--- src/rtl/ddrRdSeqPkg.sv ---
package ddrRdSeqPkg;

  // Strobes passed from control to datapath for the next output cycle
  typedef struct packed {
    logic emit;  // next cycle carries a data pair
    logic pre;   // next cycle is a preamble candidate
  } seqStrobeT;

  // Burst length codes, as seen on the burstLen input
  typedef enum logic [1:0] {
    BL_TWO   = 2'b00,
    BL_FOUR  = 2'b01,
    BL_EIGHT = 2'b10,
    BL_ALT8  = 2'b11
  } burstCodeT;

  // Index of the final element pair for a length code
  function automatic logic [1:0] lastPairOf(input logic [1:0] code);
    case (burstCodeT'(code))
      BL_TWO:  return 2'd0;
      BL_FOUR: return 2'd1;
      default: return 2'd3;
    endcase
  endfunction

  // Low-bit mask of the aligned wrap block for a length code
  function automatic logic [2:0] wrapMaskOf(input logic [1:0] code);
    case (burstCodeT'(code))
      BL_TWO:  return 3'b001;
      BL_FOUR: return 3'b011;
      default: return 3'b111;
    endcase
  endfunction

endpackage

--- src/rtl/ddrRdSeqCtrl.sv ---
module ddrRdSeqCtrl
  import ddrRdSeqPkg::*;
#(
  parameter int COL_W  = 10,
  parameter int CL_MIN = 2
) (
  input  logic             clk,
  input  logic             rstN,
  input  logic             rdCmd,
  input  logic [COL_W-1:0] rdCol,
  input  logic             casLat,
  input  logic [1:0]       burstLen,
  input  logic             burstIlv,
  output seqStrobeT        strb,
  output logic [COL_W-1:0] selBase,
  output logic [1:0]       selPair,
  output logic [1:0]       selLen,
  output logic             selIlv
);

  // Delay line length: enough for the longest latency minus the output register
  localparam int DEPTH  = CL_MIN;
  localparam int TAPS   = DEPTH + 1;
  localparam int LAUNCH = CL_MIN - 1;  // tap that launches a burst at the short latency
  localparam int PRETAP = CL_MIN - 2;  // tap that flags a preamble at the short latency

  logic [DEPTH-1:0]            stValid;
  logic [DEPTH-1:0][COL_W-1:0] stCol;
  logic [DEPTH-1:0][1:0]       stLen;
  logic [DEPTH-1:0]            stIlv;

  always_ff @(posedge clk or negedge rstN) begin
    if (!rstN) begin
      stValid <= '0;
      stCol   <= '0;
      stLen   <= '0;
      stIlv   <= '0;
    end else begin
      stValid[0] <= rdCmd;
      stCol[0]   <= rdCol;
      stLen[0]   <= burstLen;
      stIlv[0]   <= burstIlv;
      for (int k = 1; k < DEPTH; k++) begin
        stValid[k] <= stValid[k-1];
        stCol[k]   <= stCol[k-1];
        stLen[k]   <= stLen[k-1];
        stIlv[k]   <= stIlv[k-1];
      end
    end
  end

  // Tap 0 is the live command; tap k is the command k cycles old
  logic [TAPS-1:0]            tapValid;
  logic [TAPS-1:0][COL_W-1:0] tapCol;
  logic [TAPS-1:0][1:0]       tapLen;
  logic [TAPS-1:0]            tapIlv;

  always_comb begin
    tapValid = {stValid, rdCmd};
    tapCol   = {stCol, rdCol};
    tapLen   = {stLen, burstLen};
    tapIlv   = {stIlv, burstIlv};
  end

  logic             launch;
  logic             preFlag;
  logic [COL_W-1:0] launchCol;
  logic [1:0]       launchLen;
  logic             launchIlv;

  always_comb begin
    if (casLat) begin
      launch    = tapValid[LAUNCH+1];
      launchCol = tapCol[LAUNCH+1];
      launchLen = tapLen[LAUNCH+1];
      launchIlv = tapIlv[LAUNCH+1];
      preFlag   = tapValid[PRETAP+1];
    end else begin
      launch    = tapValid[LAUNCH];
      launchCol = tapCol[LAUNCH];
      launchLen = tapLen[LAUNCH];
      launchIlv = tapIlv[LAUNCH];
      preFlag   = tapValid[PRETAP];
    end
  end

  // Running burst
  logic             busy;
  logic [COL_W-1:0] curBase;
  logic [1:0]       curPair;
  logic [1:0]       curLast;
  logic [1:0]       curLen;
  logic             curIlv;

  always_ff @(posedge clk or negedge rstN) begin
    if (!rstN) begin
      busy    <= 1'b0;
      curBase <= '0;
      curPair <= '0;
      curLast <= '0;
      curLen  <= '0;
      curIlv  <= 1'b0;
    end else if (launch) begin
      // A launch replaces any running burst: this is the truncation point
      busy    <= (lastPairOf(launchLen) != 2'd0);
      curBase <= launchCol;
      curPair <= 2'd1;
      curLast <= lastPairOf(launchLen);
      curLen  <= launchLen;
      curIlv  <= launchIlv;
    end else if (busy) begin
      busy    <= (curPair != curLast);
      curPair <= curPair + 2'd1;
    end
  end

  always_comb begin
    strb.emit = launch | busy;
    strb.pre  = preFlag;
    if (launch) begin
      selBase = launchCol;
      selPair = 2'd0;
      selLen  = launchLen;
      selIlv  = launchIlv;
    end else begin
      selBase = curBase;
      selPair = curPair;
      selLen  = curLen;
      selIlv  = curIlv;
    end
  end

endmodule

--- src/rtl/ddrRdSeqData.sv ---
module ddrRdSeqData
  import ddrRdSeqPkg::*;
#(
  parameter int             COL_W = 10,
  parameter int             DW    = 16,
  parameter logic [DW-1:0]  SEED  = 16'hA5C3
) (
  input  logic             clk,
  input  logic             rstN,
  input  seqStrobeT        strb,
  input  logic [COL_W-1:0] selBase,
  input  logic [1:0]       selPair,
  input  logic [1:0]       selLen,
  input  logic             selIlv,
  output logic [DW-1:0]    dqRise,
  output logic [DW-1:0]    dqFall,
  output logic             dqOe,
  output logic             dqsRise,
  output logic             dqsFall,
  output logic             dqsOe
);

  localparam int LANES = 2;

  function automatic logic [DW-1:0] patternOf(input logic [COL_W-1:0] col);
    logic [DW-1:0] w;
    w = DW'(col);
    return w ^ (w << 7) ^ SEED;
  endfunction

  logic [COL_W-1:0] wrapMask;
  assign wrapMask = COL_W'(wrapMaskOf(selLen));

  logic [DW-1:0] laneData [LANES];

  // One address and pattern unit per half-cycle lane
  genvar lane;
  generate
    for (lane = 0; lane < LANES; lane++) begin : gLane
      logic [2:0]       offset;
      logic [COL_W-1:0] offsetW;
      logic [COL_W-1:0] lowPart;
      logic [COL_W-1:0] laneCol;
      assign offset  = {selPair, 1'(lane)};
      assign offsetW = COL_W'(offset);
      assign lowPart = selIlv ? (selBase ^ offsetW) : (selBase + offsetW);
      assign laneCol = (selBase & ~wrapMask) | (lowPart & wrapMask);
      assign laneData[lane] = patternOf(laneCol);
    end
  endgenerate

  always_ff @(posedge clk or negedge rstN) begin
    if (!rstN) begin
      dqRise  <= '0;
      dqFall  <= '0;
      dqOe    <= 1'b0;
      dqsRise <= 1'b0;
      dqsFall <= 1'b0;
      dqsOe   <= 1'b0;
    end else if (strb.emit) begin
      dqRise  <= laneData[0];
      dqFall  <= laneData[1];
      dqOe    <= 1'b1;
      dqsRise <= 1'b1;
      dqsFall <= 1'b0;
      dqsOe   <= 1'b1;
    end else if (strb.pre) begin
      dqRise  <= '0;
      dqFall  <= '0;
      dqOe    <= 1'b0;
      dqsRise <= 1'b0;
      dqsFall <= 1'b0;
      dqsOe   <= 1'b1;
    end else begin
      dqRise  <= '0;
      dqFall  <= '0;
      dqOe    <= 1'b0;
      dqsRise <= 1'b0;
      dqsFall <= 1'b0;
      dqsOe   <= 1'b0;
    end
  end

endmodule

--- src/rtl/ddrReadBurstSeq.sv ---
module ddrReadBurstSeq
  import ddrRdSeqPkg::*;
#(
  parameter int COL_W = 10,
  parameter int DW    = 16
) (
  input  logic             clk,
  input  logic             rstN,
  input  logic             rdCmd,
  input  logic [COL_W-1:0] rdCol,
  input  logic             casLat,
  input  logic [1:0]       burstLen,
  input  logic             burstIlv,
  output logic [DW-1:0]    dqRise,
  output logic [DW-1:0]    dqFall,
  output logic             dqOe,
  output logic             dqsRise,
  output logic             dqsFall,
  output logic             dqsOe
);

  seqStrobeT        strb;
  logic [COL_W-1:0] selBase;
  logic [1:0]       selPair;
  logic [1:0]       selLen;
  logic             selIlv;

  ddrRdSeqCtrl #(.COL_W(COL_W), .CL_MIN(2)) uCtrl (
    .clk(clk), .rstN(rstN), .rdCmd(rdCmd), .rdCol(rdCol), .casLat(casLat),
    .burstLen(burstLen), .burstIlv(burstIlv), .strb(strb), .selBase(selBase),
    .selPair(selPair), .selLen(selLen), .selIlv(selIlv)
  );

  ddrRdSeqData #(.COL_W(COL_W), .DW(DW), .SEED(DW'(16'hA5C3))) uData (
    .clk(clk), .rstN(rstN), .strb(strb), .selBase(selBase), .selPair(selPair),
    .selLen(selLen), .selIlv(selIlv), .dqRise(dqRise), .dqFall(dqFall),
    .dqOe(dqOe), .dqsRise(dqsRise), .dqsFall(dqsFall), .dqsOe(dqsOe)
  );

endmodule

--- config.mk ---
export PLATFORM = sky130hd
export DESIGN_NAME = ddrReadBurstSeq
export DESIGN_NICKNAME = d
export VERILOG_FILES = /design/src/rtl/ddrRdSeqPkg.sv /design/src/rtl/ddrRdSeqCtrl.sv /design/src/rtl/ddrRdSeqData.sv /design/src/rtl/ddrReadBurstSeq.sv
export SDC_FILE = /design/constraint.sdc
export NUM_CORES = 1
export LEC_CHECK = 0
export ABC_AREA = 0
export BUFFER_PORTS_ARGS = -buffer_cell sky130_fd_sc_hd__clkbuf_2
export CORE_ASPECT_RATIO = 0.7
export CORE_MARGIN = 2
export CORE_UTILIZATION = 24
export CTS_CLUSTER_DIAMETER = 100
export DETAILED_ROUTE_END_ITERATION = 8
export PLACE_DENSITY = 0.38
export RECOVER_POWER = 25
export SETUP_SLACK_MARGIN = 0.3
export SKIP_CTS_REPAIR_TIMING = 1
export SYNTH_ARGS = -nofsm -noshare
export SYNTH_HDL_FRONTEND = slang
export SYNTH_SLANG_ARGS = --single-unit
--- constraint.sdc ---
create_clock -name clk -period 2.7 [get_ports clk]
set_input_delay 0.54 -clock clk [delete_from_list [all_inputs] [get_ports clk]]
set_output_delay 0.54 -clock clk [all_outputs]
set_load 0.01 [all_outputs]
==> results of run 1 <==
-- final cells by class --
type | count | area, um2 | share of cell area [%]
flip-flops and latches | 67 | 1680 | 48.3
multi-input cells | 113 | 886 | 25.5
repair buffers | 66 | 364 | 10.5
clock buffers | 9 | 225 | 6.48
well taps | 153 | 191 | 5.51
clock inverters | 7 | 116 | 3.35
inverters | 3 | 13.8 | 0.396
-- metrics by stage --
stage                     power [mW]  instance area, um2  hold slack, ps
after floorplan                 1.63                2760             244
after global placement          1.81                3100             367
after detailed placement        1.80                3100             363
after CTS                       3.15                3450             190
after global routing            3.27                3480             304
final                           3.09                3480             319
-- how the worst max path moves through the flow --
stage / start / to / slack (ps) / cells past startpoint
after detailed placement: casLat / uData.dqFall[9]$_DFF_PN0_ / 240 / 8
after floorplan: casLat / uData.dqFall[9]$_DFF_PN0_ / 300 / 11
after CTS: uCtrl.stValid[0]$_DFF_PN0_ / uData.dqFall[9]$_DFF_PN0_ / 270 / 8
after global placement: uCtrl.stValid[0]$_DFF_PN0_ / uData.dqFall[9]$_DFF_PN0_ / 160 / 9
final: uCtrl.stValid[1]$_DFF_PN0_ / uData.dqFall[9]$_DFF_PN0_ / 490 / 8
after global routing: uCtrl.stValid[1]$_DFF_PN0_ / uData.dqFall[9]$_DFF_PN0_ / 330 / 8
-- registers in the layout, indices dropped and copies added (netlist names), 2 cells and up --
name / flops
uCtrl.curPair: 2
uCtrl.stValid: 2
uCtrl.curBase: 10
uCtrl.stLen: 4
uCtrl.stIlv: 2
uData.dqRise: 12
uCtrl.curLast: 2
uData.dqFall: 7
uCtrl.curLen: 2
uCtrl.stCol: 20
-- per-layer routing --
metal	up-vias	wire length, um	GRT usage [%]
met4	0	68	3.53
met5	-	0	0
met2	45	2120	13.6
met3	8	267	4.07
li1	790	-	-
met1	765	2830	13.5
-- cells in the mapped netlist (3+ instances only) --
cell       n  area (um2)
a21oi_1    6        30.0
dfrtp_1   67        1680
buf_6      4        45.0
nor3_1     3        15.0
nor2b_1    4        25.0
o21ai_0    7        35.0
nor2_1    12        45.0
buf_4     17         128
nand2_1   12        45.0
a211oi_1   3        22.5
mux2i_1   23         230
and2_1    10        62.6
mux2i_2    5        68.8
xnor2_1    5        43.8
-- kinds of logic (layout without fill, tap and decap cells) --
family / Yosys count / in the layout / synth area share, %
flip-flops: 67 / 67 / 61.6
AND/OR/NAND/NOR: 45 / 45 / 8.18
multiplexers: 31 / 31 / 12.5
AO/OA/AOI/OAI: 29 / 29 / 7.67
buffers and inverters: 26 / 85 / 7.17
XOR/XNOR: 5 / 5 / 1.61
adder cells (fa/ha/maj): 2 / 2 / 1.19
other: 1 / 1 / 0.138
-- power by group --
part	total [mW]	switching, mW	leakage [nW]	internal, mW
clock network	1.31	0.412	0.165	0.899
logic	0.563	0.303	0.660	0.260
registers	1.22	0.0735	0.790	1.14
==> flow_summary.toml, run 1 <==
[status]
status = "complete, no violations"

[timing]
skew_ps = 5.67
hold_viol = 0
rsz0062_at_grt = "no"
setup_viol = 0
period_minus_slack_ps = 2210
slew_headroom_pct = 20.6
min_period_over_period_pct = 81.8
final.setup.worst_slack_ps = 493
tns_ps = 0
tightest_slew_ps = 1190
fmax_mhz = 453
drv_slew = 0

[drt]
dr.pass1.iters = 4
avgRoutedWirePerCell_um = 12.6
vias = 1608
vias_per_cell = 3.85
drcViolationCount = 0
ant_nets = 0
wirelength_um = 5280
drt_iter0_markers = 57

[worst_setup_path]
timing.critical_path.buf_inv = 0
end_kind = "register"
cpMostUsedCell = "mux2i_1"
r2r-start = "uCtrl.stValid[1]$_DFF_PN0_"
crit_path_max_fanout = 6
worst-setup-path-type = "register to register"
reg2reg_slack_ps = 490
arrival_ps = 2460
rr_worst_depth = 8
cp_slowest_stage_delay_ps = 460
crit_slowest_cell = "dfrtp_2"
crit_family = "multiplexers"
crit_chain = "mux2i_1 > mux2i_2 > fa_2 > nor2b_4 > a22oi_2 > a21oi_2 > o22ai_2 > mux2i_1"
worstSetupStartpointType = "register"
crit_required_ps = 2950
reg2reg_to = "uData.dqFall[9]$_DFF_PN0_"

[logic_synthesis]
syn_area_um2 = 2720
synth_flop_cell = "dfrtp_1"
post_synth_num_cell_types = 35
synth_nets = 225
synth_seq_area_share_pct = 61.6
yosys_warnings = 0
syn_inst = 206
synth-edff-count = 0
async_reset_ff_share_pct = 100
ys_seq_elements = 67
syn_area_per_cell_um2 = 13.2

[placed_design]
io_buffers = 51
dp.cells = 399
gp_congestion = 0.717
place_ws_ps = 236
dp_hpwl_um = 3890

[cells_and_area]
drive_gt1_share_pct = 40.0
diodes = 0
final_util_pct = 31.5
fin_cells = 418
nets = 279
area_growth_pct = 27.6
final_common_cell = "dfrtp_1"
final_cell_mix = "dfrtp_1 (65), clkbuf_2 (48), mux2i_1 (22), buf_4 (15)"
nFillCells = 1144

[clock_network]
clock_tree.root_cell = "clkbuf_16"
htree_levels = 3
cts_tree = "yes"
clock_sinks = 67
path_clk_slew_ps = 60
clk-insertion-delay-late_ps = 330
cts_inserted_buffers = 9
clock_path_buffers = 2

[floorplanning]
die_w_um = 131
rows = 32
initial_utilization_pct = 24.6
core_area_um2 = 11100
die_y_um = 93.1
die_area_um2 = 12200
ios = 53

[worst_hold_path]
worstHoldPathType = "primary input to register"
whs_path_depth = 1
hp-start = "rdCol[6]"
hold_path_end = "uCtrl.stCol[6]$_DFF_PN0_"

[job]
cap_violations = 0

[grt]
grt_overflow = 0
grt_antenna_before_repair = 0
grt_max_degree = 27
grt_usage_pct = 9.76
grt_pass1_wl_um = 9030
grt_pass1_vias = 1728

[power_and_ir_drop]
p_per_area_nw_per_um2 = 889
vdd_ir_drop_max_mv = 0.278
leakagePower_nw = 1.61
Note: power is estimated with default switching activity, not from simulation.
==> run 2: changes to the inputs <==
- clock period: 2.7 -> 2.2 ns (I/O delays scaled with it)
==> flow_summary.toml, run 2 (synthesis results as in run 1) <==
[status]
status = "complete, no violations"

[worst_setup_path]
crit_required_ps = 2450
worst-setup-path-type = "register to register"
end_kind = "register"
crit_chain = "mux2i_2 > mux2i_4 > fa_2 > nor2b_4 > a22oi_2 > a21oi_2 > o22ai_2 > mux2i_1"
worstSetupStartpointType = "register"
arrival_ps = 2360
crit_path_max_fanout = 6
reg2reg_slack_ps = 90
cp_slowest_stage_delay_ps = 440
crit_slowest_cell = "dfrtp_2"

[floorplanning]
die_y_um = 93.1
initial_utilization_pct = 24.6
core_area_um2 = 11100
ios = 53
die_area_um2 = 12200
die_w_um = 131
rows = 32

[drt]
wirelength_um = 5490
dr.pass1.iters = 4
avgRoutedWirePerCell_um = 13.0
vias_per_cell = 3.85
vias = 1630
ant_nets = 0
drt_iter0_markers = 67
drcViolationCount = 0

[grt]
grt_pass1_wl_um = 9200
grt_overflow = 0
grt_usage_pct = 10.0
grt_pass1_vias = 1729
grt_max_degree = 29
grt_antenna_before_repair = 0

[timing]
slew_headroom_pct = 15.3
period_minus_slack_ps = 2110
setup_viol = 0
min_period_over_period_pct = 96.1
drv_slew = 0
tightest_slew_ps = 1270
rsz0062_at_grt = "yes"
hold_viol = 0
skew_ps = 5.46
fmax_mhz = 473

[power_and_ir_drop]
leakagePower_nw = 1.63
p_per_area_nw_per_um2 = 1030
vdd_ir_drop_max_mv = 0.355

[cells_and_area]
reg_top3 = "uCtrl.stCol x20, uData.dqRise x12, uCtrl.curBase x10"
nets = 285
drive_gt1_share_pct = 44.1
largest_register_ffs = 20
final_common_cell = "dfrtp_1"
largest_register = "uCtrl.stCol"
diodes = 0
final_cell_mix = "dfrtp_1 (65), clkbuf_2 (49), mux2i_1 (19), buf_4 (19), nand2_1 (12)"
area_growth_pct = 29.9
fin_cells = 423
design_area_um2 = 3540

[placed_design]
io_buffers = 51
dp.cells = 404
gp_congestion = 0.712
place_area_um2 = 3170
dp_hpwl_um = 3940

[job]
cap_violations = 0

[clock_network]
htree_levels = 3
clock_path_buffers = 2
cts_tree = "yes"
cts_inserted_buffers = 9
clk-insertion-delay-late_ps = 320
clock_tree.root_cell = "clkbuf_16"
clock_sinks = 67
path_clk_slew_ps = 50

[worst_hold_path]
worstHoldPathType = "primary input to register"
-- run 2: layout make-up --
class	count	area, um2
Clock inverter	2	35.0
Multi-Input combinational cell	113	931
Fill cell	1143	7510
Clock buffer	13	260
Timing Repair Buffer	72	427
Sequential cell	67	1680
Inverter	3	13.8
Tap cell	153	191
-- run 2: power by group --
part / internal, mW / switching [mW] / leakage, nW
clock network: 0.931 / 0.483 / 0.146
logic: 0.349 / 0.387 / 0.697
registers: 1.40 / 0.0917 / 0.790
-- run 2: worst max-delay path, delay by kind of cell (launching register included) --
kind                     cells  cell delay [ps]
multiplexers                 3              620
adder cells (fa/ha/maj)      1              350
AND/OR/NAND/NOR              1              130
AO/OA/AOI/OAI                3              490
flip-flops                   1              440
-- run 2: worst paths after layout --
check / end / cells past startpoint / startpoint
setup / recovery: uData.dqFall[9]$_DFF_PN0_ / 8 / uCtrl.stValid[0]$_DFF_PN0_
hold / removal: uCtrl.stCol[5]$_DFF_PN0_ / 1 / rdCol[5]
setup reg to reg: uData.dqFall[9]$_DFF_PN0_ / 8 / uCtrl.stValid[0]$_DFF_PN0_
hold reg to reg: uCtrl.stCol[16]$_DFF_PN0_ / 0 / uCtrl.stCol[6]$_DFF_PN0_
max in group asynchronous: uCtrl.stCol[9]$_DFF_PN0_ / 2 / rstN
min in group asynchronous: uCtrl.stCol[0]$_DFF_PN0_ / 1 / rstN
-- run 2: stage by stage --
stage | total power, mW | hold WS [ps] | setup slack (ps) | setup TNS (ps) | util [%]
after floorplan | 2.00 | 144 | -102 | -207 | -
after global placement | 2.24 | 362 | -13.0 | -13.0 | 28.7
after detailed placement | 2.24 | 367 | -99.9 | -266 | 28.7
after CTS | 3.69 | 104 | -73.2 | -95.6 | 31.4
after global routing | 3.85 | 203 | -50.1 | -56.7 | 32.0
final | 3.64 | 219 | 85.4 | 0 | 32.0
-- run 2: routing by layer --
layer	vias up	global-route usage, %	wire length [um]
met4	0	3.53	75
met5	-	0	0
met3	9	4.12	304
li1	801	-	-
met2	43	14.3	2310
met1	777	13.7	2800
==> run 3: changes to the inputs <==
--- a/config.mk
+++ b/config.mk
@@ -12,2 +12,3 @@
 export CORE_UTILIZATION = 24
+export CTS_BUF_LIST = sky130_fd_sc_hd__clkbuf_4
 export CTS_CLUSTER_DIAMETER = 100
--- a/constraint.sdc
+++ b/constraint.sdc
@@ -3,2 +3,2 @@
 set_output_delay 0.44 -clock clk [all_outputs]
-set_load 0.01 [all_outputs]
+set_load 0.02 [all_outputs]
==> flow_summary.toml, run 3 (synthesis results as in run 1) <==
[worst_setup_path]
r2r-start = "uCtrl.stValid[1]$_DFF_PN0_"
crit_required_ps = 2540
crit_slowest_cell = "dfrtp_2"
cp-startpoint = "uCtrl.stValid[1]$_DFF_PN0_"
reg2reg_slack_ps = 60
arrival_ps = 2480
worstSetupStartpointType = "register"
cp_slowest_stage_delay_ps = 430
crit_chain = "mux2i_1 > mux2i_4 > fa_2 > nor2b_4 > a22oi_2 > a21oi_2 > o22ai_2 > mux2i_1"
worst-setup-path-type = "register to register"
crit_path_max_fanout = 4
end_kind = "register"
cpMostUsedCell = "mux2i_1"

[placed_design]
dp.cells = 404
gp_congestion = 0.712
io_buffers = 51
dp_hpwl_um = 3940

[clock_network]
clk-insertion-delay-late_ps = 410
cts_inserted_buffers = 9
cts_tree = "yes"
clock_path_buffers = 2
clock_tree.root_cell = "clkbuf_4"
clock_sinks = 67
htree_levels = 3
path_clk_slew_ps = 100

[grt]
grt_pass1_vias = 1701
grt_usage_pct = 9.99
grt_max_degree = 29
grt_antenna_before_repair = 0
grt_overflow = 0
grt_pass1_wl_um = 9140

[cells_and_area]
reg_top3 = "uCtrl.stCol x20, uData.dqRise x12, uCtrl.curBase x10"
nets = 284
final_cell_mix = "dfrtp_1 (65), clkbuf_2 (49), mux2i_1 (21), buf_4 (18), nand2_1 (12)"
drive_gt1_share_pct = 42.8
largest_register = "uCtrl.stCol"
fin_cells = 422
ff_latch_area_um2 = 1680
final_util_pct = 30.3
final_common_cell = "dfrtp_1"
largest_register_ffs = 20
diodes = 0
area_growth_pct = 23.0
nFillCells = 1160
multi_input_area_um2 = 921

[drt]
wirelength_um = 5470
drt_iter0_markers = 56
drcViolationCount = 0
avgRoutedWirePerCell_um = 13.0
dr.pass1.iters = 4
vias_per_cell = 3.86
vias = 1628
ant_nets = 0

[floorplanning]
die_area_um2 = 12200
rows = 32
die_w_um = 131
ios = 53
core_area_um2 = 11100
initial_utilization_pct = 24.6
die_y_um = 93.1

[timing]
hold_viol = 0
slew_headroom_pct = 13.5
skew_ps = 8.47
period_minus_slack_ps = 2140
min_period_over_period_pct = 97.5
tns_ps = 0
drv_slew = 0
fmax_mhz = 466
rsz0062_at_grt = "yes"
setup_viol = 0
tightest_slew_ps = 1300

[status]
status = "complete, no violations"

[worst_hold_path]
worstHoldPathType = "primary input to register"
hp-start = "rdCol[5]"

[power_and_ir_drop]
leakagePower_nw = 1.56
p_per_area_nw_per_um2 = 921
vdd_ir_drop_max_mv = 0.291

[job]
cap_violations = 0
-- run 3: cell types whose count changed in the layout (fill, tap and decap cells not counted), sizes merged --
cell,before,now
buf,21,20
clkinv,1,3
clkbuf,64,62
-- run 3: layer usage --
| layer | vias up | part of all wire [%] | track usage (%) |
|---|---|---|---|
| li1 | 801 | - | - |
| met1 | 774 | 51 | 13.7 |
| met2 | 46 | 42 | 14.1 |
| met3 | 7 | 5.5 | 3.96 |
| met4 | 0 | 1.5 | 3.80 |
| met5 | - | 0 | 0 |
-- run 3: area by class of cell --
| cell class | instances | share of cell area [%] |
|---|---|---|
| tap | 153 | 5.72 |
| multi-input combinational | 113 | 27.5 |
| timing repair buffer | 71 | 12.5 |
| sequential | 67 | 50.1 |
| clock inverter | 4 | 1.27 |
| clock buffer | 11 | 2.47 |
| inverter | 3 | 0.411 |
-- run 3: worst max-delay path, delay by kind of cell (launching register included) --
family / cells / cell delay, ps
multiplexers: 3 / 660
AND/OR/NAND/NOR: 1 / 130
flip-flops: 1 / 430
adder cells (fa/ha/maj): 1 / 350
AO/OA/AOI/OAI: 3 / 490
-- run 3: path summary, 6_finish.rpt --
kind	to	cells after the start
max	uData.dqFall[9]$_DFF_PN0_	8
min	uCtrl.stCol[5]$_DFF_PN0_	1
max reg2reg	uData.dqFall[9]$_DFF_PN0_	8
min reg2reg	uCtrl.stCol[14]$_DFF_PN0_	0
max in group asynchronous	uCtrl.stCol[9]$_DFF_PN0_	2
min in group asynchronous	uData.dqRise[14]$_DFF_PN0_	1
-- run 3: where the power goes --
group          internal [mW]  switching (mW)  leakage (nW)
clock                  0.358           0.408        0.0718
sequential              1.40          0.0897         0.790
combinational          0.346           0.488         0.695
-- run 3: through the flow --
step / power, mW / worst slack (ps) / cell area, um2 / hold slack, ps
floorplan: 2.11 / -102 / 2780 / 144
global placement: 2.34 / -13.0 / 3170 / 362
detailed placement: 2.34 / -99.9 / 3170 / 367
CTS: 3.14 / -83.3 / 3300 / -15.1
global route: 3.29 / -52.6 / 3350 / 87.6
finish: 3.09 / 55.9 / 3350 / 132
